File: src/rtl/rxu_pkg.sv
package rxu_pkg;

    // One stored frame: data byte, extra bit, framing-error mark
    typedef struct packed {
        logic [7:0] data;
        logic       xbit;
        logic       fe;
    } rx_entry_t;

    typedef enum logic [2:0] {
        ST_IDLE,
        ST_START,
        ST_DATA,
        ST_XBIT,
        ST_STOP
    } rx_state_e;

endpackage

File: src/rtl/rxu_sampler.sv
module rxu_sampler
    import rxu_pkg::*;
#(
    parameter int OSR = 16
) (
    input  logic      clk,
    input  logic      rst_n,
    input  logic      tick_i,
    input  logic      rx_i,
    input  logic      word7_i,
    input  logic      xen_i,
    output logic      frm_valid_o,
    output rx_entry_t frm_entry_o
);

    localparam int CW = $clog2(OSR);
    localparam logic [CW-1:0] MID_CNT  = CW'(OSR / 2 - 1);
    localparam logic [CW-1:0] LAST_CNT = CW'(OSR - 1);

    typedef struct packed {
        logic [1:0]    sync;
        rx_state_e     st;
        logic [CW-1:0] cnt;
        logic [2:0]    idx;
        logic [7:0]    data;
        logic          xbit;
        logic          word7;
        logic          xen;
        logic          vld;
        logic          fe;
    } smp_t;

    smp_t smp_d, smp_q;
    logic rx_s;
    logic [2:0] last_idx;

    assign rx_s     = smp_q.sync[1];
    assign last_idx = smp_q.word7 ? 3'd6 : 3'd7;

    always_comb begin
        smp_d      = smp_q;
        smp_d.vld  = 1'b0;
        smp_d.sync = {smp_q.sync[0], rx_i};
        if (tick_i) begin
            case (smp_q.st)
                ST_IDLE: begin
                    if (!rx_s) begin
                        smp_d.st    = ST_START;
                        smp_d.cnt   = '0;
                        smp_d.word7 = word7_i;
                        smp_d.xen   = xen_i;
                    end
                end
                ST_START: begin
                    if (smp_q.cnt == MID_CNT) begin
                        if (!rx_s) begin
                            smp_d.st   = ST_DATA;
                            smp_d.cnt  = '0;
                            smp_d.idx  = '0;
                            smp_d.data = '0;
                            smp_d.xbit = 1'b0;
                        end else begin
                            smp_d.st = ST_IDLE;
                        end
                    end else begin
                        smp_d.cnt = smp_q.cnt + CW'(1);
                    end
                end
                ST_DATA: begin
                    if (smp_q.cnt == LAST_CNT) begin
                        smp_d.cnt             = '0;
                        smp_d.data[smp_q.idx] = rx_s;
                        if (smp_q.idx == last_idx) begin
                            smp_d.st = smp_q.xen ? ST_XBIT : ST_STOP;
                        end else begin
                            smp_d.idx = smp_q.idx + 3'd1;
                        end
                    end else begin
                        smp_d.cnt = smp_q.cnt + CW'(1);
                    end
                end
                ST_XBIT: begin
                    if (smp_q.cnt == LAST_CNT) begin
                        smp_d.cnt  = '0;
                        smp_d.xbit = rx_s;
                        smp_d.st   = ST_STOP;
                    end else begin
                        smp_d.cnt = smp_q.cnt + CW'(1);
                    end
                end
                ST_STOP: begin
                    if (smp_q.cnt == LAST_CNT) begin
                        smp_d.cnt = '0;
                        smp_d.vld = 1'b1;
                        smp_d.fe  = !rx_s;
                        smp_d.st  = ST_IDLE;
                    end else begin
                        smp_d.cnt = smp_q.cnt + CW'(1);
                    end
                end
                default: smp_d.st = ST_IDLE;
            endcase
        end
    end

    always_ff @(posedge clk or negedge rst_n) begin
        if (!rst_n) begin
            smp_q       <= '0;
            smp_q.sync  <= 2'b11;
            smp_q.st    <= ST_IDLE;
        end else begin
            smp_q <= smp_d;
        end
    end

    assign frm_valid_o      = smp_q.vld;
    assign frm_entry_o.data = smp_q.data;
    assign frm_entry_o.xbit = smp_q.xbit;
    assign frm_entry_o.fe   = smp_q.fe;

endmodule

File: src/rtl/rxu_store.sv
module rxu_store
    import rxu_pkg::*;
#(
    parameter int DEPTH = 8
) (
    input  logic      clk,
    input  logic      rst_n,
    input  logic      single_i,
    input  logic      push_i,
    input  rx_entry_t push_entry_i,
    input  logic      pop_req_i,
    output logic      avail_o,
    output logic [7:0] head_data_o,
    output logic      head_xbit_o,
    output logic      head_fe_o,
    output logic      overrun_o,
    output logic      full_o
);

    localparam int AW = $clog2(DEPTH);
    localparam int CW = $clog2(DEPTH + 1);
    localparam logic [AW-1:0] LAST_PTR = AW'(DEPTH - 1);

    typedef struct packed {
        rx_entry_t [DEPTH-1:0] mem;
        logic [AW-1:0]         wp;
        logic [AW-1:0]         rp;
        logic [CW-1:0]         cnt;
        logic                  ovr;
    } sto_t;

    sto_t sto_d, sto_q;
    logic [CW-1:0] cap;
    logic full, pop, accept;
    rx_entry_t head;

    assign cap    = single_i ? CW'(1) : CW'(DEPTH);
    assign full   = (sto_q.cnt >= cap);
    assign pop    = pop_req_i && (sto_q.cnt != '0);
    assign accept = push_i && (!full || pop);

    always_comb begin
        sto_d = sto_q;
        if (accept) begin
            sto_d.mem[sto_q.wp] = push_entry_i;
            sto_d.wp = (sto_q.wp == LAST_PTR) ? '0 : sto_q.wp + AW'(1);
        end
        if (pop) begin
            sto_d.rp = (sto_q.rp == LAST_PTR) ? '0 : sto_q.rp + AW'(1);
        end
        case ({accept, pop})
            2'b10:   sto_d.cnt = sto_q.cnt + CW'(1);
            2'b01:   sto_d.cnt = sto_q.cnt - CW'(1);
            default: sto_d.cnt = sto_q.cnt;
        endcase
        if (pop) begin
            sto_d.ovr = 1'b0;
        end
        if (push_i && !accept) begin
            sto_d.ovr = 1'b1;
        end
    end

    always_ff @(posedge clk or negedge rst_n) begin
        if (!rst_n) begin
            sto_q <= '0;
        end else begin
            sto_q <= sto_d;
        end
    end

    assign head        = sto_q.mem[sto_q.rp];
    assign avail_o     = (sto_q.cnt != '0);
    assign head_data_o = avail_o ? head.data : 8'h00;
    assign head_xbit_o = avail_o & head.xbit;
    assign head_fe_o   = avail_o & head.fe;
    assign overrun_o   = sto_q.ovr;
    assign full_o      = full;

endmodule

File: src/rtl/rxu_irq.sv
module rxu_irq (
    input  logic avail_i,
    input  logic xbit_i,
    input  logic head_fe_i,
    input  logic overrun_i,
    input  logic mask_avail_i,
    input  logic mask_xbit_i,
    input  logic mask_err_i,
    output logic err_o,
    output logic irq_o
);

    logic err;

    assign err   = overrun_i | head_fe_i;
    assign err_o = err;
    assign irq_o = (mask_avail_i & avail_i)
                 | (mask_xbit_i  & xbit_i)
                 | (mask_err_i   & err);

endmodule

File: src/rtl/serial_rx_irq.sv
module serial_rx_irq
    import rxu_pkg::*;
#(
    parameter int DEPTH = 8,
    parameter int OSR   = 16
) (
    input  logic       clk,
    input  logic       rst_n,
    input  logic       tick_i,
    input  logic       rx_i,
    input  logic       cfg_word7,
    input  logic       cfg_xbit_en,
    input  logic       cfg_fifo_off,
    input  logic       mask_avail,
    input  logic       mask_xbit,
    input  logic       mask_err,
    input  logic       rd_req,
    output logic [7:0] rd_data,
    output logic       rd_xbit,
    output logic       avail,
    output logic       err_flag,
    output logic       irq
);

    logic      frm_valid;
    rx_entry_t frm_entry;
    logic      head_fe;
    logic      overrun;
    logic      store_full;

    rxu_sampler #(.OSR(OSR)) u_sampler (
        .clk         (clk),
        .rst_n       (rst_n),
        .tick_i      (tick_i),
        .rx_i        (rx_i),
        .word7_i     (cfg_word7),
        .xen_i       (cfg_xbit_en),
        .frm_valid_o (frm_valid),
        .frm_entry_o (frm_entry)
    );

    rxu_store #(.DEPTH(DEPTH)) u_store (
        .clk          (clk),
        .rst_n        (rst_n),
        .single_i     (cfg_fifo_off),
        .push_i       (frm_valid),
        .push_entry_i (frm_entry),
        .pop_req_i    (rd_req),
        .avail_o      (avail),
        .head_data_o  (rd_data),
        .head_xbit_o  (rd_xbit),
        .head_fe_o    (head_fe),
        .overrun_o    (overrun),
        .full_o       (store_full)
    );

    rxu_irq u_irq (
        .avail_i      (avail),
        .xbit_i       (rd_xbit),
        .head_fe_i    (head_fe),
        .overrun_i    (overrun),
        .mask_avail_i (mask_avail),
        .mask_xbit_i  (mask_xbit),
        .mask_err_i   (mask_err),
        .err_o        (err_flag),
        .irq_o        (irq)
    );

endmodule

File: config.mk
export PLATFORM = sky130hd
export DESIGN_NAME = serial_rx_irq
export DESIGN_NICKNAME = d
export VERILOG_FILES = /design/src/rtl/rxu_pkg.sv /design/src/rtl/rxu_sampler.sv /design/src/rtl/rxu_store.sv /design/src/rtl/rxu_irq.sv /design/src/rtl/serial_rx_irq.sv
export SDC_FILE = /design/constraint.sdc
export NUM_CORES = 1
export LEC_CHECK = 0
export ABC_AREA = 1
export BUFFER_PORTS_ARGS = -buffer_cell sky130_fd_sc_hd__buf_4
export CORE_MARGIN = 2
export CORE_UTILIZATION = 40
export CTS_CLUSTER_SIZE = 10
export DETAILED_ROUTE_END_ITERATION = 6
export PLACE_DENSITY_LB_ADDON = 0.08
export SYNTH_ARGS = -nofsm -noshare
export SYNTH_HDL_FRONTEND = slang
export SYNTH_SLANG_ARGS = --single-unit
File: constraint.sdc
create_clock -name clk -period 2.2 [get_ports clk]
set_input_delay 0.44 -clock clk [delete_from_list [all_inputs] [get_ports clk]]
set_output_delay 0.44 -clock clk [all_outputs]
set_load 0.02 [all_outputs]
# Word level (Yosys, flattened, before mapping)
# Cells that the tools add are included.
op_classes:
  add_sub_neg: 6
  order_cmp: 6
  n_eq_ne: 20
  muxes: 38
  bitwise: 9
  reduce_logical: 24
ops:
  columns: ["operator", "n"]
  rows:
  - ["$bwmux W80", 1]
  - ["$bmux W10 S3", 1]
  - ["$demux W10 S3", 1]
  - ["$mux W3", 9]
  - ["$pmux W11 S2", 1]
  - ["$mux W10", 2]
  - ["$mux W16", 1]
  - ["$pmux W3 S5", 1]
  - ["$lt A3 B4 Y1 const B", 3]
  - ["$mux W12", 1]
  - ["$mux W4", 3]
  - ["$pmux W4 S3", 1]
  - ["$mux W11", 1]
  - ["$ne A2 B1 Y1 const B", 5]
  - ["$reduce_and A5 Y1", 2]
  - ["$add A3 B1 Y3 const B", 3]
  - ["$eq A3 B3 Y1 const B", 3]
  - ["$add A4 B1 Y4 const B", 2]
  - ["$bwmux W8", 1]
  - ["$mux W2", 4]
  - ["$mux W8", 1]
  - ["$pmux W4 S2", 1]
  - ["$reduce_bool A2 Y1", 4]
  - ["$mux W7", 1]
  - ["other kinds (29)", 50]
totals:
  ff_bits: 116
  in_bits: 11
  out_inout_bits: 12

# Longest topological paths before layout
# Gate-level depths: netlist of run 1.
depth:
  word_depth: 8
  depth_mapped: 14

# Hierarchy
# A second synthesis of run 1 with hierarchy kept.
unflattened:
  hier_cells: 821
  hier_area_um2: 6441.2
by_module_without_submodules:
  columns: ["mod", "n_inst", "cells_each", "area_each_um2"]
  rows:
  - ["rxu_store", 1, 610, 4839.6]
  - ["rxu_sampler", 1, 204, 1571.5]
  - ["rxu_irq", 1, 7, 30.0]

# Worst setup path before layout of run 1
# Ideal clock, no wire load.
synth_timing:
  path_type: "input to register"
  from: "input port cfg_fifo_off"
  to: "register u_store.sto_q[3] in the netlist's numbering"
  setup_time_ns: 0.082
  arrival_ns: 2.317
  required_time_ns: 2.118
  path_slack_ns: -0.199
  cell_stages: 12
  n_path_buf: 0
  path_cell_list: "ha_1 > inv_1 > nand3_1 > a21o_1 > nand2_4 > nand2_1 > ha_1 > xor2_1 > ha_1 > a21oi_1 > or2_2 > a31oi_1"
synth_via:
  elab_chain_cells: 7
  word_cells_on_any_way: 9
  classes_between: "order compare (1); eq/ne (2); mux (2); reduce/logical (4)"
synth_lines:
  columns: ["item", "line_no", "rtl"]
  rows:
  - ["from (decl)", "serial_rx_irq.sv:13", "input logic cfg_fifo_off,"]
  - ["$mux W4 *", "rxu_store.sv:37", "assign cap = single_i ? CW'(1) : CW'(DEPTH);"]
  - ["$ge A4 B4 Y1 *", "rxu_store.sv:38", "assign full = (sto_q.cnt >= cap);"]
  - ["$logic_not A1 Y1 *", "rxu_store.sv:40", "assign accept = push_i && (!full || pop);"]
  - ["$logic_or A1 B1 Y1 *", "rxu_store.sv:40", null]
  - ["$logic_and A1 B1 Y1 *", "rxu_store.sv:40", null]
  - ["$eq A2 B1 Y1 / $eq A2 B2 Y1 (equally long branches)", "rxu_store.sv:51", "case ({accept, pop})"]
  - ["$pmux W4 S2 / $reduce_bool A2 Y1 (equally long branches)", null, null]
  - ["to (signal assigned)", "rxu_store.sv:68", "sto_q <= sto_d;"]
  - ["to (decl)", "rxu_store.sv:32", "sto_t sto_d, sto_q;"]
# Every way passes the cells marked *; elsewhere a longest branch is shown, timed or not.
# A chain may end at the register's enable or synchronous reset.

# Worst setup path in the final report of run 1
layout_timing:
  from: "register u_store.sto_q[5] in the netlist's numbering"
  to: "output port irq"
layout_via:
  elab_chain_cells: 6
  word_cells_on_any_way: 9
  classes_between: "mux (2); bitwise (7)"
layout_lines:
  columns: ["item", "line_no", "rtl"]
  rows:
  - ["$bmux W10 S3 *", "rxu_store.sv:72", "assign head = sto_q.mem[sto_q.rp];"]
  - ["$mux W10 (implied by the code) *", "rxu_store.sv:72", null]
  - ["$and A1 B1 Y1 (on tied branches)", "rxu_store.sv:75, rxu_store.sv:76", null]
  - ["$and A1 B1 Y1 / $or A1 B1 Y1 (equally long branches)", "rxu_irq.sv:18, rxu_irq.sv:15", null]
  - ["$or A1 B1 Y1 / $and A1 B1 Y1 (equally long branches)", "rxu_irq.sv:18, rxu_irq.sv:19", null]
  - ["$or A1 B1 Y1 *", "rxu_irq.sv:19", "| (mask_err_i & err);"]
  - ["to (decl)", "serial_rx_irq.sv:22", "output logic irq"]
# Every way passes the cells marked *; elsewhere a longest branch is shown, timed or not. The select of a mux whose other input is x is not followed.

==> results.py, run 1 <==
metrics = {
    "outcome": {
        "run_status": "finished, violations left",
        "failing_checks": "setup timing",
    },
    "routing": {
        "initialDrtViolationCount": 467,
        "wl_per_cell_um": 18.1,
        "ant_nets_after_route": 0,
        "remaining_drc_errors": 0,
        "count_of_vias_placed_by_the_detailed_router": 5700,
        "detailed_route_wire_length_mm": 18.8,
        "detail_route.first_pass.iterations": 5,
        "viasPerCell": 5.49,
    },
    "synthesis": {
        "ys_types": 30,
        "syn-num-nets": 818,
        "synth.yosys.warnings": 0,
        "synth_largest_area_cell": "sky130_fd_sc_hd__dfrtp_1",
        "synth.cell_area_sq_um": 6200,
        "synthXorXnorAreaFrac": 0.00847,
        "synth.yosys.seq_area_share": 0.468,
        "synth_ff_type": "sky130_fd_sc_hd__dfrtp_1",
        "syn_area_per_cell_sq_um": 7.79,
        "synth-seq-cells": 116,
        "synth-adder-area-share": 0.0222,
        "synth_most_common_cell": "sky130_fd_sc_hd__nand2_1",
        "synthesized_instance_count": 796,
        "fraction_of_the_mapped_netlist_area_in_simple_logic_gates": 0.355,
        "synth-edff-count": 0,
        "post_synth_most_frequent_cells": "sky130_fd_sc_hd__nand2_1, sky130_fd_sc_hd__dfrtp_1, sky130_fd_sc_hd__nand4_1, sky130_fd_sc_hd__nor2_1, sky130_fd_sc_hd__o21ai_0",
        "async_reset_ff_frac": 1.00,
        "yosys-mux-area-fraction": 0,
        "leading_post_synthesis_cells_by_cell_area": "sky130_fd_sc_hd__dfrtp_1, sky130_fd_sc_hd__nand2_1, sky130_fd_sc_hd__nand4_1",
        "synth_top_family_by_area": "simple AND/OR/NAND/NOR gates",
        "synth-compound-area-share": 0.0819,
        "synth_top_area_share": 0.460,
    },
    "run": {
        "max_cap_violations": 0,
    },
    "placement": {
        "detailedPlace.worstSlack_ns": -0.191,
        "placement.io_buffers": 22,
        "detailed_place_hpwl_mm": 11.6,
        "place.gp.congestion": 0.784,
        "place_area_sq_um": 6770,
    },
    "cts": {
        "cts-buffers-inserted": 17,
        "clock_insertion_delay_worst_skew_ns": 0.42,
        "clock_input_transition_at_the_sequential_cells_of_the_worst_setup_and_hold_paths_ns": 0.06,
        "root_buffer": "sky130_fd_sc_hd__clkbuf_16",
        "htreeDepth": 4,
        "ctsLongestPathBuffers": 2,
        "tritoncts": "done",
        "clock_sinks": 116,
    },
    "cells_and_area": {
        "flow.area_growth_from_synthesis_pct": 25.0,
        "final_nets": 861,
        "multiInputGateArea_sq_um": 3090,
        "drive_gt1_frac": 0.213,
        "nFillCells": 1443,
        "final_cell_area_sq_um": 7750,
        "antenna_cells_inserted": 0,
        "layout.area.seq_sq_um": 2910,
    },
    "timing": {
        "minimum_clock_period_ns": 2.30,
        "timing_hold_violations_final": 0,
        "final-setup-viol-count": 10,
        "worst_slew_margin_rel": 0.648,
        "finClkSkew_ns": 0.0104,
        "max_slew.worst_pin.slew_ns": 0.527,
        "final_max_slew_viol_count": 0,
        "final_min_period_over_clock_period": 1.04,
        "setup_repair_after_global_routing_missed_its_margin": "yes",
        "final_worst_setup_slack_ns": -0.0950,
        "achievable-frequency_ghz": 0.436,
        "setup_total_negative_slack_ns": -0.561,
    },
    "global_route": {
        "antenna_violations_before_repair": 0,
        "grt_use_met1": 0.329,
        "grt-ovfl-total": 0,
        "pin_count_of_the_biggest_net_entering_global_routing": 92,
        "vias_in_the_first_global_route": 5401,
        "first_pass_grt_wire_length_mm": 29.5,
        "globalRouteMet2Util": 0.362,
        "groute.usage.overall": 0.235,
        "grt_use_met3": 0.0557,
        "grt_busiest_layer": "met2",
    },
    "power": {
        "power.leakage_nw": 3.85,
        "max-vdd-ir-drop_mv": 0.594,
        "power.density_cell_area_nw_per_um2": 1220,
    },
    "critical_path": {
        "stage_delay_of_the_slowest_cell_on_the_critical_path_ns": 0.44,
        "worst_setup_path_end_kind": "output pin",
        "timing.critical_path.cells": "buf_4 > clkbuf_16 > nand2_1 > nand3_2 > nand3_1 > nand3_2 > nand2_2 > nand2_1 > nand2_1 > buf_6",
        "timing_worst_setup_path_type": "reg2out",
        "cell_mode_on_critical_path": "sky130_fd_sc_hd__nand2_1",
        "critical_path.startpoint_type": "flop",
        "cp_data_arrival_time_ns": 1.86,
        "critical_path_peak_fanout": 10,
        "cp.required_ns": 1.76,
        "critical_path.slowest_cell": "sky130_fd_sc_hd__dfrtp_2",
    },
    "floorplan": {
        "io-pin-count": 23,
        "floorplan.rows": 45,
        "placeableCoreArea_sq_um": 15200,
        "die_boundary_height_um": 129,
        "die_area_sq_um": 16500,
        "dieWidth_um": 129,
        "initial_core_util": 0.408,
    },
    "hold_path": {
        "holdCritPathClass": "in2reg",
    },
}
==> worst max-delay path: cells and delay by family, from the launching register on <==
family	cells	cell delay (ns)
buffers and inverters	3	0.47
flip-flops	1	0.44
AND/OR/NAND/NOR	7	0.53
==> timing repair <==
action,CTS,global route
hold endpoints to repair,17,0
hold buffers,1,0
endpoints found under the setup margin,12,13
gates resized for setup,50,31
gates cloned,3,2
buffers inserted,5,7
pin swaps,18,16
==> flip-flops by register name, summed over array words and instances (netlist names) <==
register	cells
u_sampler.rx_s	1
u_sampler.frm_valid_o	1
u_store.overrun_o	1
u_sampler.smp_q	12
u_sampler.smp_d	1
u_store.sto_q	90
u_sampler.frm_entry_o	10
==> path summary, 6_finish.rpt <==
kind,from,to,slack (ns),depth (start not counted)
max reg2reg,u_store.sto_q[1],u_store.sto_q[4],0.03,15
max in group asynchronous,rst_n,u_sampler.smp_q[13],1.01,3
min reg2reg,u_sampler.smp_d[24],u_sampler.rx_s,0.36,0
max,u_store.sto_q[5],irq,-0.1,10
min in group asynchronous,rst_n,u_store.sto_q[61],0.46,2
min,rx_i,u_sampler.smp_d[24],0.12,1
==> per-layer routing <==
layer	vias to the layer above	share of wire
met1	2741	0.46
met4	0	0.016
met5	-	0
met3	21	0.056
met2	183	0.47
li1	2755	-
==> layout by cell type (no fill, tap or decap), types with 10 or more instances in the layout <==
| cell | netlist | final |
|---|---|---|
| sky130_fd_sc_hd__nand2_1 | 255 | 246 |
| sky130_fd_sc_hd__o21ai_1 | 3 | 17 |
| sky130_fd_sc_hd__clkbuf_16 | 0 | 18 |
| sky130_fd_sc_hd__nand4_1 | 84 | 84 |
| sky130_fd_sc_hd__o21ai_2 | 2 | 10 |
| sky130_fd_sc_hd__nor2_1 | 75 | 70 |
| sky130_fd_sc_hd__o22ai_1 | 16 | 14 |
| sky130_fd_sc_hd__nand2_2 | 5 | 13 |
| sky130_fd_sc_hd__nand3_1 | 30 | 23 |
| sky130_fd_sc_hd__dfrtp_1 | 114 | 111 |
| sky130_fd_sc_hd__inv_1 | 35 | 32 |
| sky130_fd_sc_hd__buf_4 | 0 | 59 |
| sky130_fd_sc_hd__o21ai_0 | 63 | 39 |
==> per-stage QoR <==
stage	hold slack (ns)	instances	total power, mW	utilization
6_report	0.125	1039	9.47	0.510
5_1_grt	0.108	1039	9.97	0.510
4_1_cts	0.108	1031	9.18	0.500
3_5_place_dp	0.354	991	5.86	0.445
3_3_place_gp	0.354	991	5.81	0.445
2_1_floorplan	0.144	796	4.68	-
==> cells by family after synthesis <==
kind of cell,after synthesis
flops,116
compound gates,95
xor+xnor,6
simple gates,474
fa+ha+maj,11
buf+inv,94
==> area by class of cell <==
| cell class | count | share of cell area |
|---|---|---|
| clock buffers | 21 | 0.0607 |
| repair inverters | 1 | 0.000968 |
| inverters | 39 | 0.0200 |
| clock inverters | 10 | 0.0168 |
| repair buffers | 78 | 0.0968 |
| flip-flops and latches | 116 | 0.376 |
| multi-input cells | 586 | 0.399 |
| well taps | 188 | 0.0303 |
==> power breakdown <==
| group | switching, mW | internal [mW] |
|---|---|---|
| clock network | 0.966 | 1.85 |
| logic | 2.48 | 1.65 |
| registers | 0.228 | 2.29 |
| total | 3.67 | 5.79 |
Power figures use the tool's default switching activity.
==> run 2, diff against run 1 <==
--- a/config.mk
+++ b/config.mk
@@ -8,10 +8,12 @@
 export ABC_AREA = 1
 export BUFFER_PORTS_ARGS = -buffer_cell sky130_fd_sc_hd__buf_4
 export CORE_MARGIN = 2
-export CORE_UTILIZATION = 40
+export CORE_UTILIZATION = 52
 export CTS_CLUSTER_SIZE = 10
 export DETAILED_ROUTE_END_ITERATION = 6
 export PLACE_DENSITY_LB_ADDON = 0.08
+export RECOVER_POWER = 50
 export SYNTH_ARGS = -nofsm -noshare
 export SYNTH_HDL_FRONTEND = slang
+export SYNTH_HIERARCHICAL = 1
 export SYNTH_SLANG_ARGS = --single-unit
==> run 2 against run 1 <==
Net effect: the flow still finishes with violations (setup timing); core utilization up 13 points; first-iteration DRC count up 42%; clock power down 7.1%; area after synthesis up 3.9%; setup slack worse by 0.078 ns; die area down 20%; non-clock buffer count down 13; critical path depth down 3; register-to-register slack better by 0.03 ns; largest cell class unchanged; hold slack better by 0.0024 ns.
==> results.py, run 2 <==
metrics = {
    "routing": {
        "initialDrtViolationCount": 661,
        "count_of_vias_placed_by_the_detailed_router": 5839,
        "remaining_drc_errors": 0,
        "detailed_route_wire_length_mm": 17.1,
        "viasPerCell": 5.74,
        "detail_route.first_pass.iterations": 6,
        "ant_nets_after_route": 0,
        "wl_per_cell_um": 16.8,
    },
    "floorplan": {
        "die_area_sq_um": 13300,
        "dieWidth_um": 115,
        "io-pin-count": 23,
        "placeableCoreArea_sq_um": 12100,
        "initial_core_util": 0.534,
        "die_boundary_height_um": 115,
        "floorplan.rows": 40,
    },
    "synthesis": {
        "synth_ff_type": "sky130_fd_sc_hd__dfrtp_1",
        "synth-edff-count": 0,
        "post_synth_most_frequent_cells": "sky130_fd_sc_hd__nand2_1, sky130_fd_sc_hd__dfrtp_1, sky130_fd_sc_hd__nor2_1, sky130_fd_sc_hd__nand4_1, sky130_fd_sc_hd__o21ai_0",
        "async_reset_ff_frac": 1.00,
        "syn-num-nets": 844,
        "synth_top_area_share": 0.443,
        "ys_types": 40,
        "leading_post_synthesis_cells_by_cell_area": "sky130_fd_sc_hd__dfrtp_1, sky130_fd_sc_hd__nand2_1, sky130_fd_sc_hd__nand4_1",
        "synth_largest_area_cell": "sky130_fd_sc_hd__dfrtp_1",
        "synth-seq-cells": 116,
        "syn_area_per_cell_sq_um": 7.85,
        "synth.yosys.seq_area_share": 0.451,
        "synthesized_instance_count": 821,
        "synth.cell_area_sq_um": 6440,
        "synth_most_common_cell": "sky130_fd_sc_hd__nand2_1",
        "synth.yosys.warnings": 6,
    },
    "placement": {
        "detailed_place_hpwl_mm": 10.8,
        "place.gp.congestion": 0.839,
        "place.detailed.instances": 974,
        "placement.io_buffers": 22,
    },
    "run": {
        "max_cap_violations": 0,
    },
    "timing": {
        "timing_hold_violations_final": 0,
        "final.hold.worst_slack_ns": 0.127,
        "final-setup-viol-count": 10,
        "achievable-frequency_ghz": 0.421,
        "setup_repair_after_global_routing_missed_its_margin": "yes",
        "final_worst_setup_slack_ns": -0.173,
        "finClkSkew_ns": 0.00822,
        "final_max_slew_viol_count": 0,
        "worst_slew_margin_rel": 0.426,
        "max_slew.worst_pin.slew_ns": 0.860,
        "minimum_clock_period_ns": 2.37,
        "final_min_period_over_clock_period": 1.08,
    },
    "cells_and_area": {
        "nFillCells": 1007,
        "final_cell_mix": "sky130_fd_sc_hd__nand2_1, sky130_fd_sc_hd__dfrtp_1, sky130_fd_sc_hd__nand4_1, sky130_fd_sc_hd__nor2_1, sky130_fd_sc_hd__buf_4",
        "flow.area_growth_from_synthesis_pct": 20.3,
        "drive_gt1_frac": 0.199,
        "layout_commonest_cell": "sky130_fd_sc_hd__nand2_1",
        "non_filler_cells_final": 1018,
        "max_flop_register": "u_store/sto_q",
        "largest_register_ffs": 90,
        "antenna_cells_inserted": 0,
        "layout.area.seq_sq_um": 2910,
        "multiInputGateArea_sq_um": 3270,
        "final_nets": 862,
    },
    "global_route": {
        "groute.usage.overall": 0.273,
        "grt-ovfl-total": 0,
        "first_pass_grt_wire_length_mm": 28.2,
        "antenna_violations_before_repair": 0,
        "vias_in_the_first_global_route": 5590,
        "pin_count_of_the_biggest_net_entering_global_routing": 91,
    },
    "outcome": {
        "run_status": "finished, violations left",
        "failing_checks": "setup timing",
    },
    "cts": {
        "htreeDepth": 4,
        "root_buffer": "sky130_fd_sc_hd__clkbuf_16",
        "ctsLongestPathBuffers": 2,
        "tritoncts": "done",
        "clock_insertion_delay_worst_skew_ns": 0.42,
        "cts-buffers-inserted": 17,
        "clock_sinks": 116,
        "clock_input_transition_at_the_sequential_cells_of_the_worst_setup_and_hold_paths_ns": 0.05,
    },
    "critical_path": {
        "timing_worst_setup_path_type": "reg2out",
        "cp.required_ns": 1.76,
        "stage_delay_of_the_slowest_cell_on_the_critical_path_ns": 0.46,
        "worst_setup_path_end_kind": "output pin",
        "critical_path.startpoint_type": "flop",
        "critical_path.slowest_cell": "sky130_fd_sc_hd__dfrtp_2",
        "cp_data_arrival_time_ns": 1.93,
        "timing.critical_path.cells": "buf_12 > o21ai_0 > o22ai_2 > nor2_1 > nor2_2 > or2_1 > buf_6",
        "critical_path_peak_fanout": 11,
    },
    "power": {
        "power.density_cell_area_nw_per_um2": 1270,
        "power.leakage_nw": 3.85,
        "power_mw": 9.85,
        "max-vdd-ir-drop_mv": 0.616,
    },
    "hold_path": {
        "holdCritPathClass": "in2reg",
    },
}
## run 2: cell count changes after synthesis, moves of 4 or more
cell / delta
sky130_fd_sc_hd__buf_1: +6
sky130_fd_sc_hd__buf_2: -4
sky130_fd_sc_hd__buf_4: +12
sky130_fd_sc_hd__clkbuf_1: -13
sky130_fd_sc_hd__clkbuf_2: +10
sky130_fd_sc_hd__inv_1: -12
sky130_fd_sc_hd__nand3_1: +6
sky130_fd_sc_hd__nand3b_1: +11
sky130_fd_sc_hd__nor2_1: +11
sky130_fd_sc_hd__o211ai_1: +10
sky130_fd_sc_hd__o21ai_0: -10
sky130_fd_sc_hd__o22ai_1: -4
## run 2: worst paths after layout
check / startpoint / to / slack (ns) / depth (start not counted)
worst max-delay path: u_store/sto_q[5] / err_flag / -0.17 / 7
worst min-delay path: rx_i / u_sampler/smp_d[24] / 0.13 / 1
worst max register to register: u_store/sto_q[4] / u_store/sto_q[4] / 0.06 / 14
worst min register to register: u_sampler/smp_d[24] / u_sampler/rx_s / 0.36 / 0
max in group asynchronous: rst_n / u_store/sto_q[41] / 0.28 / 3
min in group asynchronous: rst_n / u_store/sto_q[1] / 0.67 / 2
## run 2: metal layers
layer  track usage  up-vias  routed length (um)
met5             0        -                   0
met4        0.0908        0                 324
met3        0.0633       39                1190
met2         0.443      221                8250
met1         0.364     2791                7300
li1              -     2788                   -
## run 2: what timing repair did
item / 4_1_cts / 5_1_grt
hold endpoints to repair: 28 / 0
pin swaps: 11 / 7
gates cloned: 3 / 1
hold buffers: 1 / 0
resized for setup: 45 / 28
endpoints found under the setup margin: 11 / 14
buffers inserted: 6 / 3
## run 2: cells by family (layout without fill, tap and decap cells)
logic type,after synthesis,in the layout,synth area share
buf+inv,96,125,0.0711
fa+ha+maj,12,12,0.0245
xor+xnor,5,5,0.00680
compound gates,86,86,0.0748
simple gates,506,506,0.372
flops,116,116,0.451
## run 2: area by class of cell
class                   instances  share of cell area
repair inverters                1            0.000969
multi-input cells             609               0.422
inverters                      29              0.0149
well taps                     168              0.0271
flip-flops and latches        116               0.376
repair buffers                 65              0.0859
clock inverters                 3             0.00194
clock buffers                  27              0.0714
## run 2: worst max-delay path: cells and delay by family (launching register included)
kind	cells	cell delay, ns
AOI/OAI and AO/OA	2	0.34
buffers and inverters	2	0.30
DFF	1	0.46
and+or+nand+nor	3	0.41
## run 2: stage by stage
stage                     cell area (sq um)  TNS (ns)   util  setup WS [ns]
after floorplan                        6540    -0.127      -        -0.0651
after global placement                 6840   -0.0900  0.567        -0.0532
after detailed placement               6840    -0.302  0.567         -0.130
after CTS                              7650     -1.27  0.634         -0.168
after global routing                   7750     -2.53  0.642         -0.258
final                                  7750     -1.34  0.642         -0.173
## run 2: power by group
part	total, mW	internal (mW)	switching [mW]
Combinational	4.63	1.90	2.73
Clock	2.62	1.69	0.928
Sequential	2.60	2.31	0.293
Total	9.85	5.90	3.95
==> run 3, diff against run 2 <==
--- a/config.mk
+++ b/config.mk
@@ -5,7 +5,6 @@
 export SDC_FILE = /design/constraint.sdc
 export NUM_CORES = 1
 export LEC_CHECK = 0
-export ABC_AREA = 1
 export BUFFER_PORTS_ARGS = -buffer_cell sky130_fd_sc_hd__buf_4
 export CORE_MARGIN = 2
 export CORE_UTILIZATION = 52
==> run 3 against run 2 <==
Net effect: the flow still finishes with violations (setup timing); setup slack got worse by 0.20 ns; sequential share of layout area increased by 0.66 points; core utilization increased by 5.0 points; area after synthesis decreased by 8.0%; non-clock buffer count increased by 6; sequential cell count unchanged; clock power increased by 6%; highest routed layer unchanged.
==> results.py, run 3 <==
metrics = {
    "global_route": {
        "vias_in_the_first_global_route": 4161,
        "first_pass_grt_wire_length_mm": 22.6,
        "grt-ovfl-total": 0,
        "antenna_violations_before_repair": 0,
        "groute.usage.overall": 0.240,
        "pin_count_of_the_biggest_net_entering_global_routing": 43,
    },
    "floorplan": {
        "initial_core_util": 0.540,
        "floorplan.rows": 38,
        "io-pin-count": 23,
        "dieWidth_um": 111,
        "placeableCoreArea_sq_um": 11000,
        "die_boundary_height_um": 111,
        "die_area_sq_um": 12300,
    },
    "cts": {
        "clock_input_transition_at_the_sequential_cells_of_the_worst_setup_and_hold_paths_ns": 0.05,
        "ctsLongestPathBuffers": 2,
        "tritoncts": "done",
        "clock_insertion_delay_worst_skew_ns": 0.41,
        "cts-buffers-inserted": 17,
        "cts-hold-fix-buffers": 0,
        "clock_sinks": 116,
        "root_buffer": "sky130_fd_sc_hd__clkbuf_16",
        "htreeDepth": 4,
    },
    "power": {
        "comb_pwr_share": 0.317,
        "power.share.sequential": 0.329,
        "power_switching_share": 0.306,
        "power_frac_clock": 0.353,
        "power.leakage_nw": 3.52,
        "max-vdd-ir-drop_mv": 0.748,
        "cellInternalPower_mw": 5.45,
        "power.density_cell_area_nw_per_um2": 1030,
        "total_switching_power_mw": 2.40,
    },
    "timing": {
        "worst_slew_margin_rel": 0.296,
        "final.hold.worst_slack_ns": 0.140,
        "max_slew.worst_pin.slew_ns": 1.06,
        "achievable-frequency_ghz": 0.388,
        "final_worst_setup_slack_ns": -0.377,
        "final_max_slew_viol_count": 0,
        "minimum_clock_period_ns": 2.58,
        "finClkSkew_ns": 0.00915,
        "final_min_period_over_clock_period": 1.17,
        "timing_hold_violations_final": 0,
        "final-setup-viol-count": 94,
        "setup_repair_after_global_routing_missed_its_margin": "yes",
    },
    "critical_path": {
        "worst_setup_path_end_kind": "output pin",
        "r2r-start": "u_store/sto_q[1]",
        "reg2regPathDepth": 11,
        "regToRegSetupSlack_ns": -0.34,
        "critical_path_peak_fanout": 5,
        "critical_path.startpoint_type": "flop",
        "worstReg2RegEnd": "u_store/sto_q[4]",
        "cp_data_arrival_time_ns": 2.14,
        "worst_setup_ep": "irq",
        "cp.required_ns": 1.76,
        "timing_worst_setup_path_type": "reg2out",
        "worstSetupStartpoint": "u_store/sto_q[5]",
    },
    "cells_and_area": {
        "antenna_cells_inserted": 0,
        "final_nets": 540,
        "final_cell_mix": "sky130_fd_sc_hd__dfrtp_1, sky130_fd_sc_hd__buf_4, sky130_fd_sc_hd__mux2_2, sky130_fd_sc_hd__mux2_4, sky130_fd_sc_hd__nand2_1",
        "nFillCells": 752,
        "drive_gt1_frac": 0.474,
        "max_flop_register": "u_store/sto_q",
        "layout_commonest_cell": "sky130_fd_sc_hd__dfrtp_1",
        "layout.core_utilization": 0.692,
        "largest_register_ffs": 90,
        "flow.area_growth_from_synthesis_pct": 28.2,
    },
    "synthesis": {
        "synth-edff-count": 0,
        "synth_top_area_share": 0.481,
        "post_synth_most_frequent_cells": "sky130_fd_sc_hd__dfrtp_1, sky130_fd_sc_hd__mux2_2, sky130_fd_sc_hd__nand2_1, sky130_fd_sc_hd__o21ai_0, sky130_fd_sc_hd__mux4_2",
        "synth-seq-cells": 116,
        "syn_area_per_cell_sq_um": 12.9,
        "syn-num-nets": 481,
        "async_reset_ff_frac": 1.00,
        "ys_types": 68,
        "synth_largest_area_cell": "sky130_fd_sc_hd__dfrtp_1",
        "synth.cell_area_sq_um": 5930,
        "synth.yosys.warnings": 6,
        "synthesized_instance_count": 458,
        "synth_most_common_cell": "sky130_fd_sc_hd__dfrtp_1",
        "leading_post_synthesis_cells_by_cell_area": "sky130_fd_sc_hd__dfrtp_1, sky130_fd_sc_hd__mux2_2, sky130_fd_sc_hd__mux4_2",
        "synth.yosys.seq_area_share": 0.490,
        "synth_ff_type": "sky130_fd_sc_hd__dfrtp_1",
    },
    "hold_path": {
        "holdCritPathClass": "in2reg",
        "hold_path.startpoint": "rx_i",
    },
    "routing": {
        "detail_route.first_pass.iterations": 5,
        "count_of_vias_placed_by_the_detailed_router": 3943,
        "wl_per_cell_um": 20.3,
        "ant_nets_after_route": 0,
        "initialDrtViolationCount": 256,
        "remaining_drc_errors": 0,
        "detailed_route_wire_length_mm": 13.6,
        "viasPerCell": 5.89,
    },
    "placement": {
        "detailed_place_hpwl_mm": 8.28,
        "place.gp.congestion": 0.871,
        "placement.io_buffers": 22,
    },
    "run": {
        "max_cap_violations": 0,
    },
    "outcome": {
        "failing_checks": "setup timing",
        "run_status": "finished, violations left",
    },
}
-- run 3: cell types whose count changed in the layout (fill, tap and decap cells not counted), sizes merged, moves of 20 or more --
cell / change
nor2: -74
nand2: -236
mux2: +86
nand4: -78
mux4: +20
nand3: -41
o21ai: -29
-- run 3: critical path, stage by stage, from the launching register on --
cell and delay (ns):
sky130_fd_sc_hd__dfrtp_1 0.40, sky130_fd_sc_hd__buf_12 0.14, sky130_fd_sc_hd__mux4_2 0.54, sky130_fd_sc_hd__mux2i_4 0.21
sky130_fd_sc_hd__nor2_2 0.06, sky130_fd_sc_hd__a22oi_1 0.16, sky130_fd_sc_hd__nand2_1 0.09, sky130_fd_sc_hd__buf_6 0.13
-- run 3: stage by stage --
| step | TNS [ns] | cells | power (mW) | area, sq um | worst slack (ns) |
|---|---|---|---|---|---|
| global route | -31.92 | 669 | 8.25 | 7600 | -0.475 |
| finish | -24.14 | 669 | 7.85 | 7600 | -0.377 |
| global placement | -29.56 | 623 | 4.49 | 6560 | -0.540 |
| detailed placement | -31.25 | 623 | 4.54 | 6560 | -0.712 |
| CTS | -24.33 | 667 | 7.76 | 7550 | -0.384 |
| floorplan | -20.64 | 458 | 3.87 | 6040 | -0.432 |
-- run 3: layout make-up --
cell class / count / area, sq um / area share
multi-input combinational: 299 / 3150 / 0.414
sequential: 116 / 2910 / 0.382
timing repair buffer: 71 / 703 / 0.0925
clock buffer: 22 / 474 / 0.0624
tap: 140 / 175 / 0.0230
clock inverter: 9 / 128 / 0.0168
inverter: 12 / 65.1 / 0.00856
-- run 3: power groups by stage --
stage / combinational (mW) / sequential [mW] / clock (mW)
after floorplan: 1.41 / 2.46 / 0
after global placement: 1.91 / 2.59 / 0
after detailed placement: 1.95 / 2.59 / 0
after CTS: 2.36 / 2.57 / 2.83
after global routing: 2.69 / 2.61 / 2.95
final: 2.49 / 2.58 / 2.77
-- run 3: cells by family (layout without fill, tap and decap cells) --
family,after synthesis,in the layout,share of synthesized area
AO/OA/AOI/OAI,63,65,0.0808
AND/OR/NAND/NOR,100,100,0.0962
multiplexers,118,118,0.260
XOR/XNOR,4,4,0.00591
adder cells (fa/ha/maj),12,12,0.0266
flip-flops,116,116,0.490
buffers and inverters,45,114,0.0401
-- run 3: worst min path at each step --
stage | to | slack [ns] | cells after the start
6_report | u_sampler/smp_d[24] | 0.14 | 1
5_1_grt | u_sampler/smp_d[24] | 0.12 | 1
4_1_cts | u_store/overrun_o | 0.03 | 1
3_5_place_dp | u_sampler/rx_s | 0.35 | 0
3_3_place_gp | u_sampler/rx_s | 0.35 | 0
2_1_floorplan | u_sampler/frm_entry_o[0] | 0.14 | 0
-- run 3: repair_timing --
action	4_1_cts	5_1_grt
endpoints found under the setup margin	84	95
cloned	3	0
buffers inserted	10	4
pin swaps	12	8
gates resized for setup	69	14
-- run 3: layer usage --
metal | part of all wire | vias to the layer above | global-route usage
met5 | 0 | - | 0
met1 | 0.46 | 2028 | 0.342
li1 | - | 1807 | -
met4 | 0.013 | 0 | 0.0783
met2 | 0.47 | 93 | 0.357
met3 | 0.051 | 15 | 0.0678
